--- config.mk ---
export PLATFORM = sky130hd
export DESIGN_NAME = sb_scoreboard
export DESIGN_NICKNAME = d
export VERILOG_FILES = /design/src/rtl/sb_pkg.sv /design/src/rtl/sb_issue_ctrl.sv /design/src/rtl/sb_reg_status.sv /design/src/rtl/sb_fu_entry.sv /design/src/rtl/sb_scoreboard.sv
export SDC_FILE = /design/constraint.sdc
export NUM_CORES = 1
export LEC_CHECK = 0
export ABC_AREA = 1
export BUFFER_PORTS_ARGS = -buffer_cell sky130_fd_sc_hd__buf_4
export CORE_MARGIN = 3
export CORE_UTILIZATION = 46
export DETAILED_ROUTE_END_ITERATION = 10
export GPL_TIMING_DRIVEN = 0
export PLACE_DENSITY = 0.68
export SLEW_MARGIN = 15
export SYNTH_ARGS = -nofsm -noshare
export SYNTH_HDL_FRONTEND = slang
export SYNTH_SLANG_ARGS = --single-unit
--- constraint.sdc ---
create_clock -name clk_i -period 3.9 [get_ports clk_i]
set_input_delay 0.195 -clock clk_i [delete_from_list [all_inputs] [get_ports clk_i]]
set_output_delay 0.195 -clock clk_i [all_outputs]
set_load 0.05 [all_outputs]
--- src/rtl/sb_pkg.sv ---
package sb_pkg;
  typedef enum logic [1:0] {
    PH_IDLE  = 2'd0,
    PH_READ  = 2'd1,
    PH_EXEC  = 2'd2,
    PH_WRITE = 2'd3
  } sb_phase_e;
endpackage

--- src/rtl/sb_issue_ctrl.sv ---
module sb_issue_ctrl #(
  parameter int unsigned NFU  = 3,
  parameter int unsigned FU_W = 2
) (
  input  logic             valid_i,
  input  logic [FU_W-1:0]  fu_i,
  input  logic [NFU-1:0]   busy_i,
  input  logic             dst_pend_i,
  output logic             stall_o,
  output logic [NFU-1:0]   issue_vec_o
);
  logic fu_ok;
  logic fu_busy;

  always_comb begin
    fu_ok   = (32'(fu_i) < NFU);
    fu_busy = 1'b0;
    for (int f = 0; f < int'(NFU); f++)
      if (fu_i == FU_W'(f)) fu_busy = busy_i[f];
  end

  assign stall_o = valid_i && (!fu_ok || fu_busy || dst_pend_i);

  always_comb begin
    issue_vec_o = '0;
    for (int f = 0; f < int'(NFU); f++)
      issue_vec_o[f] = valid_i && !stall_o && (fu_i == FU_W'(f));
  end
endmodule

--- src/rtl/sb_reg_status.sv ---
module sb_reg_status #(
  parameter int unsigned NREG  = 8,
  parameter int unsigned NFU   = 3,
  parameter int unsigned REG_W = 3,
  parameter int unsigned FU_W  = 2
) (
  input  logic             clk_i,
  input  logic             rst_ni,
  input  logic             issue_i,
  input  logic [FU_W-1:0]  issue_fu_i,
  input  logic [REG_W-1:0] dst_i,
  input  logic [REG_W-1:0] src1_i,
  input  logic [REG_W-1:0] src2_i,
  input  logic [NFU-1:0]   wb_vec_i,
  output logic             dst_pend_o,
  output logic             q1_vld_o,
  output logic [FU_W-1:0]  q1_fu_o,
  output logic             q2_vld_o,
  output logic [FU_W-1:0]  q2_fu_o,
  output logic [NREG-1:0]  res_vld_o
);
  logic [NREG-1:0]           res_vld_q;
  logic [NREG-1:0][FU_W-1:0] res_fu_q;

  always_ff @(posedge clk_i or negedge rst_ni) begin
    if (!rst_ni) begin
      res_vld_q <= '0;
      res_fu_q  <= '0;
    end else begin
      for (int r = 0; r < int'(NREG); r++) begin
        for (int f = 0; f < int'(NFU); f++)
          if (wb_vec_i[f] && res_vld_q[r] && res_fu_q[r] == FU_W'(f))
            res_vld_q[r] <= 1'b0;
        if (issue_i && dst_i == REG_W'(r)) begin
          res_vld_q[r] <= 1'b1;
          res_fu_q[r]  <= issue_fu_i;
        end
      end
    end
  end

  // source lookup; a producer writing back this cycle counts as done
  always_comb begin
    dst_pend_o = 1'b0;
    q1_vld_o = 1'b0; q1_fu_o = '0;
    q2_vld_o = 1'b0; q2_fu_o = '0;
    for (int r = 0; r < int'(NREG); r++) begin
      if (dst_i  == REG_W'(r)) dst_pend_o = res_vld_q[r];
      if (src1_i == REG_W'(r)) begin q1_vld_o = res_vld_q[r]; q1_fu_o = res_fu_q[r]; end
      if (src2_i == REG_W'(r)) begin q2_vld_o = res_vld_q[r]; q2_fu_o = res_fu_q[r]; end
    end
    for (int f = 0; f < int'(NFU); f++) begin
      if (wb_vec_i[f] && q1_fu_o == FU_W'(f)) q1_vld_o = 1'b0;
      if (wb_vec_i[f] && q2_fu_o == FU_W'(f)) q2_vld_o = 1'b0;
    end
  end

  assign res_vld_o = res_vld_q;
endmodule

--- src/rtl/sb_fu_entry.sv ---
module sb_fu_entry
  import sb_pkg::*;
#(
  parameter int unsigned NFU   = 3,
  parameter int unsigned REG_W = 3,
  parameter int unsigned FU_W  = 2
) (
  input  logic             clk_i,
  input  logic             rst_ni,
  input  logic             issue_i,
  input  logic [REG_W-1:0] dst_i,
  input  logic [REG_W-1:0] src1_i,
  input  logic [REG_W-1:0] src2_i,
  input  logic             q1_vld_i,
  input  logic [FU_W-1:0]  q1_fu_i,
  input  logic             q2_vld_i,
  input  logic [FU_W-1:0]  q2_fu_i,
  input  logic [NFU-1:0]   wb_vec_i,
  input  logic             done_i,
  input  logic             war_block_i,
  output logic             busy_o,
  output logic [REG_W-1:0] fi_o,
  output logic [REG_W-1:0] fj_o,
  output logic [REG_W-1:0] fk_o,
  output logic             rj_o,
  output logic             rk_o,
  output logic             rd_grant_o,
  output logic             wb_grant_o
);
  sb_phase_e        phase_q;
  logic [REG_W-1:0] fi_q, fj_q, fk_q;
  logic             qj_vld_q, qk_vld_q;
  logic [FU_W-1:0]  qj_q, qk_q;
  logic             rj_q, rk_q;
  logic             j_wake, k_wake;

  always_comb begin
    j_wake = 1'b0;
    k_wake = 1'b0;
    for (int g = 0; g < int'(NFU); g++) begin
      if (qj_vld_q && qj_q == FU_W'(g) && wb_vec_i[g]) j_wake = 1'b1;
      if (qk_vld_q && qk_q == FU_W'(g) && wb_vec_i[g]) k_wake = 1'b1;
    end
  end

  assign rd_grant_o = (phase_q == PH_READ) && rj_q && rk_q;
  assign wb_grant_o = (phase_q == PH_WRITE) && !war_block_i;

  always_ff @(posedge clk_i or negedge rst_ni) begin
    if (!rst_ni) begin
      phase_q  <= PH_IDLE;
      fi_q     <= '0;
      fj_q     <= '0;
      fk_q     <= '0;
      qj_vld_q <= 1'b0;
      qk_vld_q <= 1'b0;
      qj_q     <= '0;
      qk_q     <= '0;
      rj_q     <= 1'b0;
      rk_q     <= 1'b0;
    end else if (issue_i) begin
      phase_q  <= PH_READ;
      fi_q     <= dst_i;
      fj_q     <= src1_i;
      fk_q     <= src2_i;
      qj_vld_q <= q1_vld_i;
      qj_q     <= q1_fu_i;
      qk_vld_q <= q2_vld_i;
      qk_q     <= q2_fu_i;
      rj_q     <= !q1_vld_i;
      rk_q     <= !q2_vld_i;
    end else begin
      unique case (phase_q)
        PH_READ: begin
          if (rd_grant_o) begin
            phase_q <= PH_EXEC;
            rj_q    <= 1'b0;
            rk_q    <= 1'b0;
          end else begin
            if (j_wake) begin rj_q <= 1'b1; qj_vld_q <= 1'b0; end
            if (k_wake) begin rk_q <= 1'b1; qk_vld_q <= 1'b0; end
          end
        end
        PH_EXEC:  if (done_i) phase_q <= PH_WRITE;
        PH_WRITE: if (wb_grant_o) phase_q <= PH_IDLE;
        default:  ;
      endcase
    end
  end

  assign busy_o = (phase_q != PH_IDLE);
  assign fi_o   = fi_q;
  assign fj_o   = fj_q;
  assign fk_o   = fk_q;
  assign rj_o   = rj_q;
  assign rk_o   = rk_q;
endmodule

--- src/rtl/sb_scoreboard.sv ---
module sb_scoreboard #(
  parameter int unsigned NREG  = 8,
  parameter int unsigned NFU   = 3,
  parameter int unsigned REG_W = $clog2(NREG),
  parameter int unsigned FU_W  = (NFU > 1) ? $clog2(NFU) : 1
) (
  input  logic             clk_i,
  input  logic             rst_ni,
  input  logic             issue_valid_i,
  input  logic [FU_W-1:0]  issue_fu_i,
  input  logic [REG_W-1:0] issue_dst_i,
  input  logic [REG_W-1:0] issue_src1_i,
  input  logic [REG_W-1:0] issue_src2_i,
  output logic             issue_stall_o,
  output logic [NFU-1:0]   rd_grant_o,
  input  logic [NFU-1:0]   exec_done_i,
  output logic [NFU-1:0]   wb_grant_o
);
  logic [NFU-1:0]            busy;
  logic [NFU-1:0]            issue_vec;
  logic [NFU-1:0]            war_block;
  logic [NFU-1:0]            rj, rk;
  logic [NFU-1:0][REG_W-1:0] fi, fj, fk;
  logic [NREG-1:0]           res_vld;
  logic                      dst_pend;
  logic                      q1_vld, q2_vld;
  logic [FU_W-1:0]           q1_fu, q2_fu;

  sb_issue_ctrl #(.NFU(NFU), .FU_W(FU_W)) u_issue (
    .valid_i     (issue_valid_i),
    .fu_i        (issue_fu_i),
    .busy_i      (busy),
    .dst_pend_i  (dst_pend),
    .stall_o     (issue_stall_o),
    .issue_vec_o (issue_vec)
  );

  sb_reg_status #(.NREG(NREG), .NFU(NFU), .REG_W(REG_W), .FU_W(FU_W)) u_regs (
    .clk_i      (clk_i),
    .rst_ni     (rst_ni),
    .issue_i    (|issue_vec),
    .issue_fu_i (issue_fu_i),
    .dst_i      (issue_dst_i),
    .src1_i     (issue_src1_i),
    .src2_i     (issue_src2_i),
    .wb_vec_i   (wb_grant_o),
    .dst_pend_o (dst_pend),
    .q1_vld_o   (q1_vld),
    .q1_fu_o    (q1_fu),
    .q2_vld_o   (q2_vld),
    .q2_fu_o    (q2_fu),
    .res_vld_o  (res_vld)
  );

  // write-after-read: another unit still holds an unread ready operand naming our destination
  always_comb begin
    war_block = '0;
    for (int f = 0; f < int'(NFU); f++)
      for (int g = 0; g < int'(NFU); g++)
        if (g != f && ((rj[g] && fj[g] == fi[f]) || (rk[g] && fk[g] == fi[f])))
          war_block[f] = 1'b1;
  end

  for (genvar f = 0; f < int'(NFU); f++) begin : g_fu
    sb_fu_entry #(.NFU(NFU), .REG_W(REG_W), .FU_W(FU_W)) u_entry (
      .clk_i       (clk_i),
      .rst_ni      (rst_ni),
      .issue_i     (issue_vec[f]),
      .dst_i       (issue_dst_i),
      .src1_i      (issue_src1_i),
      .src2_i      (issue_src2_i),
      .q1_vld_i    (q1_vld),
      .q1_fu_i     (q1_fu),
      .q2_vld_i    (q2_vld),
      .q2_fu_i     (q2_fu),
      .wb_vec_i    (wb_grant_o),
      .done_i      (exec_done_i[f]),
      .war_block_i (war_block[f]),
      .busy_o      (busy[f]),
      .fi_o        (fi[f]),
      .fj_o        (fj[f]),
      .fk_o        (fk[f]),
      .rj_o        (rj[f]),
      .rk_o        (rk[f]),
      .rd_grant_o  (rd_grant_o[f]),
      .wb_grant_o  (wb_grant_o[f])
    );
  end
endmodule

* Word level (Yosys, flattened, before mapping) *
Index checks and enable logic that the tools add are counted.

storage, ports and cells
  memory bits (writable) = 0
  word-level logic and storage cells = 507
  bits in latches = 0
  register bits = 81
  input bits = 17
  memories = 0
  output and inout bits = 7
  bits in read-only memories = 0

cells by class
  equality and inequality tests = 88
  order comparisons = 1
  bitwise logic cells = 0
  divide/modulo/power cells = 0
  shift operators = 0
  multiplexer cells = 168
  multipliers = 0
  add/subtract/negate cells = 0
  reduce and logical (&&, ||, !) cells = 204

operator list
  cell                                                                      count
  1-bit two-way mux                                                         137
  1-bit logical AND                                                         124
  2-bit two-way mux                                                         28
  2-bit equality test (second input constant)                               23
  4-bit nonzero test                                                        11
  2-bit by 1-bit equality test with 1-bit output (second input constant)    20
  3-bit equality test                                                       12
  3-bit equality test (second input constant)                               12
  2-bit logical NOT                                                         17
  2-bit nonzero test                                                        12
  3-bit by 2-bit equality test with 1-bit output (second input constant)    6
  3-bit by 1-bit inequality test with 1-bit output (second input constant)  6
  2-bit case mux with 3 select lines                                        3
  3-bit AND reduction                                                       6
  3-bit nonzero test                                                        6
  2-bit AND reduction                                                       6
  4-bit AND reduction                                                       3
  3-bit by 1-bit equality test with 1-bit output (second input constant)    3
  3-bit logical NOT                                                         3
  3-bit by 2-bit inequality test with 1-bit output (second input constant)  3
  1-bit logical OR                                                          8
  1-bit logical NOT                                                         7
  2-bit by 1-bit inequality test with 1-bit output (second input constant)  3
  3-bit OR reduction                                                        1
  2-bit < comparator (second input constant)                                1

* Depth between registers and ports, before layout *
Gate-level depths: netlist (run 1).

  depth in word-level cells = 17
  mapped depth = 16

* By module *
From an unflattened synthesis (run 1), not the netlist that was laid out.

unflattened totals
  cells, all modules = 828
  area, all modules = 5,332.6 um^2

modules (own cells, without submodules)
  module         times used  area each (um^2)  cells each  sequential area each (um^2)
  sb_fu_entry    3           907.1             121         475.5
  sb_reg_status  1           1,875.5           283         600.6
  sb_scoreboard  1           648.1             163         0.0
  sb_issue_ctrl  1           87.6              19          0.0

* Worst setup path before layout (run 1) *
Ideal clock, no wire load.

  kind = reg2reg
  start = register g_fu[0].u_entry.fi_q[0]
  end = register g_fu[0].u_entry.qj_vld_q
  data arrival time = 1,548 ps
  buffers on the path = 2
  setup slack = 2,225 ps
  stages on the path, launching flop included = 15
  cells stage by stage = dfrtp_1 buf_2 inv_1 nand2_1 nand2_1 nor2_1 nand3_1 nand2_1 nor2_2 nand2_1 buf_4 nand3_1 nand3_1 nand3_1 o21ai_0

between the ends
  word-level cells in the longest chain between the ends = 13

ends and longest elaborated chain
  item                                  line                 RTL
  start, declared                       sb_fu_entry.sv:31    logic [REG_W-1:0] fi_q, fj_q, fk_q;
  start signal, assigned                sb_fu_entry.sv:63    fi_q <= dst_i;
  3-bit equality test                   sb_scoreboard.sv:60  if (g != f && ((rj[g] && fj[g] == fi[f]) || (rk[g] && fk[g] == fi[f])))
  1-bit logical AND                     sb_scoreboard.sv:60
  1-bit logical OR                      sb_scoreboard.sv:60
  1-bit two-way mux                     sb_scoreboard.sv:60
  1-bit two-way mux *                   sb_scoreboard.sv:60
  1-bit logical NOT *                   sb_fu_entry.sv:47    assign wb_grant_o = (phase_q == PH_WRITE) && !war_block_i;
  1-bit logical AND *                   sb_fu_entry.sv:47
  1-bit logical AND                     sb_fu_entry.sv:41    if (qj_vld_q && qj_q == FU_W'(g) && wb_vec_i[g]) j_wake = 1'b1;
  1-bit two-way mux (3 in series)       sb_fu_entry.sv:41
  2-bit nonzero test (no source line)   -
  3-bit AND reduction (no source line)  -
  end signal, assigned                  sb_fu_entry.sv:66    qj_vld_q <= q1_vld_i;
  end, declared                         sb_fu_entry.sv:32    logic qj_vld_q, qk_vld_q;

Mark *: on every way between the ends. The rest lies on a longest branch, timed or not.
A chain may end at the register's enable or synchronous reset.

* Final worst setup path (run 1) *
  start = register g_fu[2].u_entry.fi_q[0]
  end = output port wb_grant_o[2]

between the ends
  word-level cells in the longest chain between the ends = 7

ends and longest elaborated chain
  item                    line                 RTL
  start, declared         sb_fu_entry.sv:31
  start signal, assigned  sb_fu_entry.sv:63
  3-bit equality test     sb_scoreboard.sv:60
  1-bit logical AND       sb_scoreboard.sv:60
  1-bit logical OR        sb_scoreboard.sv:60
  1-bit two-way mux       sb_scoreboard.sv:60
  1-bit two-way mux *     sb_scoreboard.sv:60
  1-bit logical NOT *     sb_fu_entry.sv:47
  1-bit logical AND *     sb_fu_entry.sv:47
  end, declared           sb_scoreboard.sv:17  output logic [NFU-1:0] wb_grant_o

Marks and branches as above.

==> impl_metrics.py, run 1 <==
metrics = {
    "run_status": {
        "status": "complete, no violations",
    },
    "detailed_routing": {
        "drtIter0Drc": 388,
        "drtAntennaViolNets": 0,
        "via_per_inst": 5.47,
        "num_vias": 4898,
        "drc": 0,
        "dr.pass1.iters": 6,
        "routedWlPerCell_um": 15.9,
        "routed_wl_mm": 14.2,
    },
    "floorplanning": {
        "start_util": 0.477,
        "die_area_um2": 12100,
        "pin_count": 24,
        "dieWidth_um": 110,
        "die_h_um": 110,
        "num_rows": 37,
        "fp.coreArea_um2": 10400,
    },
    "setup_path": {
        "cp.arrival_ns": 2.56,
        "slowest_stage": "dfrtp_1",
        "worstSetupPathType": "flop to primary output",
        "crit_chain": "inv_1 > o21ai_1 > inv_1 > nand4_1 > nand2_1 > nor2_1 > nand2_2 > inv_2 > buf_4 > buf_4",
        "startpoint_type": "flop",
        "critPathMaxStageDelay_ns": 0.47,
        "worstPathRequired_ns": 3.70,
        "endpoint_kind": "primary output",
        "path_max_fanout": 9,
    },
    "pwr": {
        "leakagePower_uw": 0.00283,
        "p_per_area_nw_per_um2": 814,
        "ir_worst_vdd_uv": 438,
    },
    "clock_tree": {
        "ctsResizeCount": 0,
        "cts_buffers": 9,
        "root_buffer": "clkbuf_8",
        "ctsHoldBuffers": 0,
        "post_cts_buffers": 0,
        "cts.sinks": 81,
        "clk_path_buf_depth": 2,
        "insertion_delay_ns": 0.36,
        "cts.clk_slew.worst_paths_ns": 0.08,
        "cts_tree": "yes",
        "htree_levels": 3,
    },
    "yosys": {
        "syn-instance-count": 722,
        "yosysSeqAreaShare": 0.408,
        "yosysWarnings": 0,
        "ys_ff_latch": 81,
        "syn_nets": 739,
        "avgSynthCellArea_um2": 6.88,
        "syn_area_um2": 4970,
        "ys_types": 35,
    },
    "timing": {
        "slew_violations": 0,
        "final.setup_skew_ns": 0.0118,
        "fmax_mhz": 363,
        "setup_viol": 0,
        "tightest_slew_ns": 1.02,
        "finalSetupTns_ns": 0,
        "rsz0062_at_grt": "no",
        "period_needed_ns": 2.76,
        "fin_crit_sh": 0.707,
        "finalHoldViolCount": 0,
        "maxSlewHeadroom": 0.319,
        "holdWs_ns": 0.0221,
    },
    "layout": {
        "num-fill-cells": 1068,
        "syn2layout_area_growth_pct": 11.1,
        "diodes": 0,
        "fin_nets": 773,
        "drive_gt1_frac": 0.105,
    },
    "grt": {
        "grt_pass1_vias": 4726,
        "grt_pass1_wl_mm": 23.6,
        "grt_overflow": 0,
        "antenna_found_initial": 0,
        "grt_max_degree": 82,
        "grt_use_total": 0.255,
    },
    "hold_path": {
        "hold_path_class": "primary input to asynchronous set/reset pin",
    },
    "run": {
        "max_cap_violations": 0,
    },
    "placement": {
        "hpwl_mm": 10.8,
        "gp_congestion": 0.896,
        "io_buffer_count": 23,
    },
}
==> kinds of logic after synthesis <==
logic type                count (synthesis)  share of synthesized area
and+or+nand+nor                         372                      0.316
AOI/OAI and AO/OA                       136                      0.151
buffers and inverters                   120                      0.102
DFF                                      81                      0.408
xor gates and xnor gates                 13                     0.0229
==> power breakdown <==
part	internal (uW)	switching, uW
logic	762	1400
clock network	358	320
registers	1240	410
total	2360	2130
==> registers in the layout, indices dropped and copies added, names as in the netlist <==
register and count:
g_fu.u_entry.fk_o 9, g_fu.u_entry.fj_o 9, g_fu.u_entry.rk_o 3, g_fu.u_entry.qj_q 6, g_fu.u_entry.qk_vld_q 3, u_regs.res_fu_q 16, g_fu.u_entry.qk_q 6, u_regs.res_vld_o 8
g_fu.u_entry.fi_o 9, g_fu.u_entry.qj_vld_q 3, g_fu.u_entry.rj_o 3, g_fu.u_entry.phase_q 6
==> cell type report <==
cell class,instances,area (um^2),share of cell area
clock inverters,5,81.3,0.0147
inverters,99,372,0.0673
clock buffers,10,128,0.0231
multi-input cells,521,2430,0.441
well taps,136,170,0.0308
plain buffers,21,133,0.0240
repair buffers,23,173,0.0313
flip-flops and latches,81,2030,0.367
==> worst paths after layout <==
kind | startpoint | to | slack, ns | cells past startpoint
worst max-delay path | g_fu[2].u_entry.fi_o[0]$_DFFE_PN0N_ | wb_grant_o[2] | 1.14 | 10
worst min-delay path | rst_ni | g_fu[1].u_entry.fk_o[1]$_DFFE_PN0N_ | 0.02 | 1
worst max register to register | g_fu[2].u_entry.fi_o[0]$_DFFE_PN0N_ | g_fu[1].u_entry.qj_vld_q$_DFFE_PN0P_ | 1.37 | 13
worst min register to register | g_fu[0].u_entry.qk_vld_q$_DFFE_PN0P_ | g_fu[0].u_entry.qk_vld_q$_DFFE_PN0P_ | 0.48 | 2
max in group asynchronous | rst_ni | g_fu[2].u_entry.phase_q[0]$_DFFE_PN0P_ | 3.24 | 1
min in group clk_i | exec_done_i[0] | g_fu[0].u_entry.phase_q[0]$_DFFE_PN0P_ | 0.15 | 3
==> metal layers <==
metal / wire [um] / GRT usage / vias to the layer above
met5: 0 / 0 / -
met4: 365 / 0.0926 / 0
met3: 960 / 0.0341 / 33
met2: 6520 / 0.405 / 157
met1: 6390 / 0.356 / 2303
li1: - / - / 2405
==> stage by stage <==
step / total power (uW) / worst slack, ns / cells / utilization / cell area [um^2]
2_1_floorplan: 3140 / 2.22 / 722 / - / 4970
3_3_place_gp: 3730 / 1.48 / 881 / 0.510 / 5310
3_5_place_dp: 3790 / 1.45 / 881 / 0.510 / 5310
4_1_cts: 4480 / 1.19 / 896 / 0.530 / 5520
5_1_grt: 4900 / 0.998 / 896 / 0.530 / 5520
6_report: 4490 / 1.14 / 896 / 0.530 / 5520
==> synthesized netlist by cell type, drive strengths merged <==
cell type  instances  share of area
a21boi             2         0.0053
a21oi             31          0.031
a22o               1         0.0018
a31o               3         0.0053
a31oi              1         0.0013
buf               19          0.025
clkbuf             2         0.0015
dfrtp             81           0.41
inv               99          0.075
nand2            202           0.15
nand3             68          0.072
nand4              9          0.013
nor2              72          0.057
nor3              19          0.019
o211ai             2         0.0030
o21ai             83          0.084
o21bai             2         0.0030
o22ai              7         0.0088
o311ai             3         0.0053
o31ai              1         0.0015
or2                2         0.0025
xnor2              9          0.016
xor2               4         0.0071
==> placed cells by master (no fill, tap or decap), types with 2 or more instances in the layout <==
cell,n
a21oi_1,31
a31o_2,3
buf_2,10
buf_4,30
buf_6,2
bufinv_16,2
clkbuf_1,3
clkbuf_8,9
dfrtp_1,81
inv_1,90
inv_2,9
nand2_1,200
nand2_2,2
nand3_1,65
nand3_2,3
nand4_1,8
nor2_1,69
nor2_2,2
nor3_1,19
o211ai_1,2
o21ai_0,60
o21ai_1,22
o21bai_1,2
o22ai_1,7
o311ai_0,3
xnor2_1,9
xor2_1,4
==> critical path, delay by kind of cell (launching register included) <==
kind | cells | cell delay [ns]
buf+inv | 5 | 0.83
simple gates | 4 | 0.77
flops | 1 | 0.47
compound gates | 1 | 0.13
Note: power is estimated with default switching activity, not from simulation.
==> run 2: changes to the inputs <==
Clock period 3.9 ns to 2.64 ns, I/O delays scaled along.
==> run 2 against run 1 <==
Clock skew about the same. Critical endpoint is now wb_grant_o[0]. Highest routed layer unchanged. Worst setup slack worse by 0.96 ns. Sequential share of layout area down 0.12 points. Utilization up 0.17 points. Via count up 0.49%. Global-route usage unchanged. Non-clock buffer count up 1.
==> impl_metrics.py, run 2 (synthesis gave the netlist of run 1 again) <==
metrics = {
    "setup_path": {
        "worstPathRequired_ns": 2.51,
        "worstSetupStartpoint": "g_fu[0].u_entry.fi_o[0]$_DFFE_PN0N_",
        "cp.arrival_ns": 2.33,
        "endpoint_kind": "primary output",
        "worstSetupPathType": "flop to primary output",
        "startpoint_type": "flop",
        "worstReg2RegStart": "g_fu[2].u_entry.fi_o[0]$_DFFE_PN0N_",
        "path_max_fanout": 10,
    },
    "timing": {
        "slew_violations": 0,
        "fin_crit_sh": 0.932,
        "final.setup_skew_ns": 0.0114,
        "rsz0062_at_grt": "no",
        "tightest_slew_ns": 1.02,
        "finalHoldViolCount": 0,
        "holdWs_ns": 0.0843,
        "fmax_mhz": 406,
        "period_needed_ns": 2.46,
        "setup_viol": 0,
        "finalSetupTns_ns": 0,
        "maxSlewHeadroom": 0.321,
    },
    "placement": {
        "io_buffer_count": 23,
        "gp_congestion": 0.896,
        "hpwl_mm": 10.8,
    },
    "layout": {
        "largest_register": "u_regs.res_fu_q",
        "layout_commonest_cell": "nand2_1",
        "fin_nets": 774,
        "num-fill-cells": 1065,
        "final_cell_mix": "nand2_1 (199), inv_1 (89), dfrtp_1 (81)",
        "diodes": 0,
        "drive_gt1_frac": 0.109,
        "syn2layout_area_growth_pct": 11.5,
        "largest_reg_flops": 16,
    },
    "grt": {
        "grt_use_total": 0.255,
        "grt_pass1_wl_mm": 23.6,
        "use_met2": 0.405,
        "grt_overflow": 0,
        "grt_pass1_vias": 4731,
        "antenna_found_initial": 0,
        "grt_max_degree": 82,
        "grt.met3_usage": 0.0341,
        "top_usage_layer": "met2",
        "use_met1": 0.356,
    },
    "hold_path": {
        "hold_path_class": "primary input to flop",
        "hp-start": "exec_done_i[0]",
    },
    "detailed_routing": {
        "dr.pass1.iters": 5,
        "drtIter0Drc": 365,
        "routedWlPerCell_um": 15.9,
        "drc": 0,
        "routed_wl_mm": 14.2,
        "drtAntennaViolNets": 0,
        "via_per_inst": 5.49,
        "num_vias": 4922,
    },
    "clock_tree": {
        "root_buffer": "clkbuf_8",
        "cts_buffers": 9,
        "htree_levels": 3,
        "clk_path_buf_depth": 2,
        "post_cts_buffers": 0,
        "cts.sinks": 81,
        "insertion_delay_ns": 0.36,
        "cts_tree": "yes",
        "cts.clk_slew.worst_paths_ns": 0.09,
    },
    "floorplanning": {
        "start_util": 0.477,
        "num_rows": 37,
        "die_area_um2": 12100,
        "die_h_um": 110,
        "fp.coreArea_um2": 10400,
        "pin_count": 24,
        "dieWidth_um": 110,
    },
    "run_status": {
        "status": "complete, no violations",
    },
    "pwr": {
        "leakagePower_uw": 0.00283,
        "p_per_area_nw_per_um2": 1200,
        "ir_worst_vdd_uv": 653,
    },
    "run": {
        "max_cap_violations": 0,
    },
}
run 2: cell count changes in the layout (fill, tap and decap cells not counted):
cell / previous run / this run
nor2_1: 69 / 68
inv_4: 0 / 1
nand2_2: 2 / 3
inv_1: 90 / 89
nor2_2: 2 / 3
dlygate4sd3_1: 0 / 1
nand2_1: 200 / 199
run 2: what timing repair did:
action	in CTS	in global routing
endpoints found under the setup margin	1	3
hold endpoints to repair	27	0
gates resized for setup	1	3
hold buffers	1	0
run 2: worst paths after layout:
path | to | slack (ns) | cells after the start
max in group asynchronous | g_fu[2].u_entry.fj_o[0]$_DFFE_PN0N_ | 1.50 | 2
worst min register to register | g_fu[0].u_entry.qk_vld_q$_DFFE_PN0P_ | 0.48 | 2
min in group asynchronous | g_fu[1].u_entry.rk_o$_DFFE_PN0P_ | 0.49 | 2
worst max-delay path | wb_grant_o[0] | 0.18 | 13
worst min-delay path | g_fu[0].u_entry.phase_q[0]$_DFFE_PN0P_ | 0.08 | 3
worst max register to register | g_fu[1].u_entry.qj_vld_q$_DFFE_PN0P_ | 0.35 | 13
run 2: critical path: stages (launching register included):
cell     delay, ns
dfrtp_1       0.36
buf_2         0.17
inv_1         0.09
nand2_1       0.05
nand2_1       0.06
nor2_1        0.04
nand3_1       0.07
nand2_1       0.06
nor2_2        0.22
nand2_1       0.20
buf_4         0.24
inv_1         0.12
buf_4         0.12
buf_4         0.18
run 2: report_power, final:
part	internal, uW	total (uW)	switching, uW
sequential	1830	2430	602
clock	528	997	469
combinational	1140	3230	2090
run 2: metal layers:
metal / part of all wire / wire (um)
met1: 0.45 / 6370
met3: 0.070 / 990
met2: 0.46 / 6500
met5: 0 / 0
met4: 0.025 / 362
run 2: per-stage QoR:
step	setup slack, ns	utilization	power [uW]	instance area (um^2)	cells
5_1_grt	0.0139	0.531	7270	5540	897
3_5_place_dp	0.194	0.510	5600	5310	881
3_3_place_gp	0.215	0.510	5510	5310	881
4_1_cts	0.0292	0.531	6620	5530	897
6_report	0.180	0.531	6660	5540	897
2_1_floorplan	0.965	-	4640	4970	722
run 2: cell type report:
type                            instances  area (um^2)  area share
Clock buffer                           10          128      0.0231
Buffer                                 21          133      0.0240
Timing Repair Buffer                   24          183      0.0330
Inverter                               99          374      0.0676
Tap cell                              136          170      0.0307
Multi-Input combinational cell        521         2440       0.441
Clock inverter                          5         81.3      0.0147
Sequential cell                        81         2030       0.366
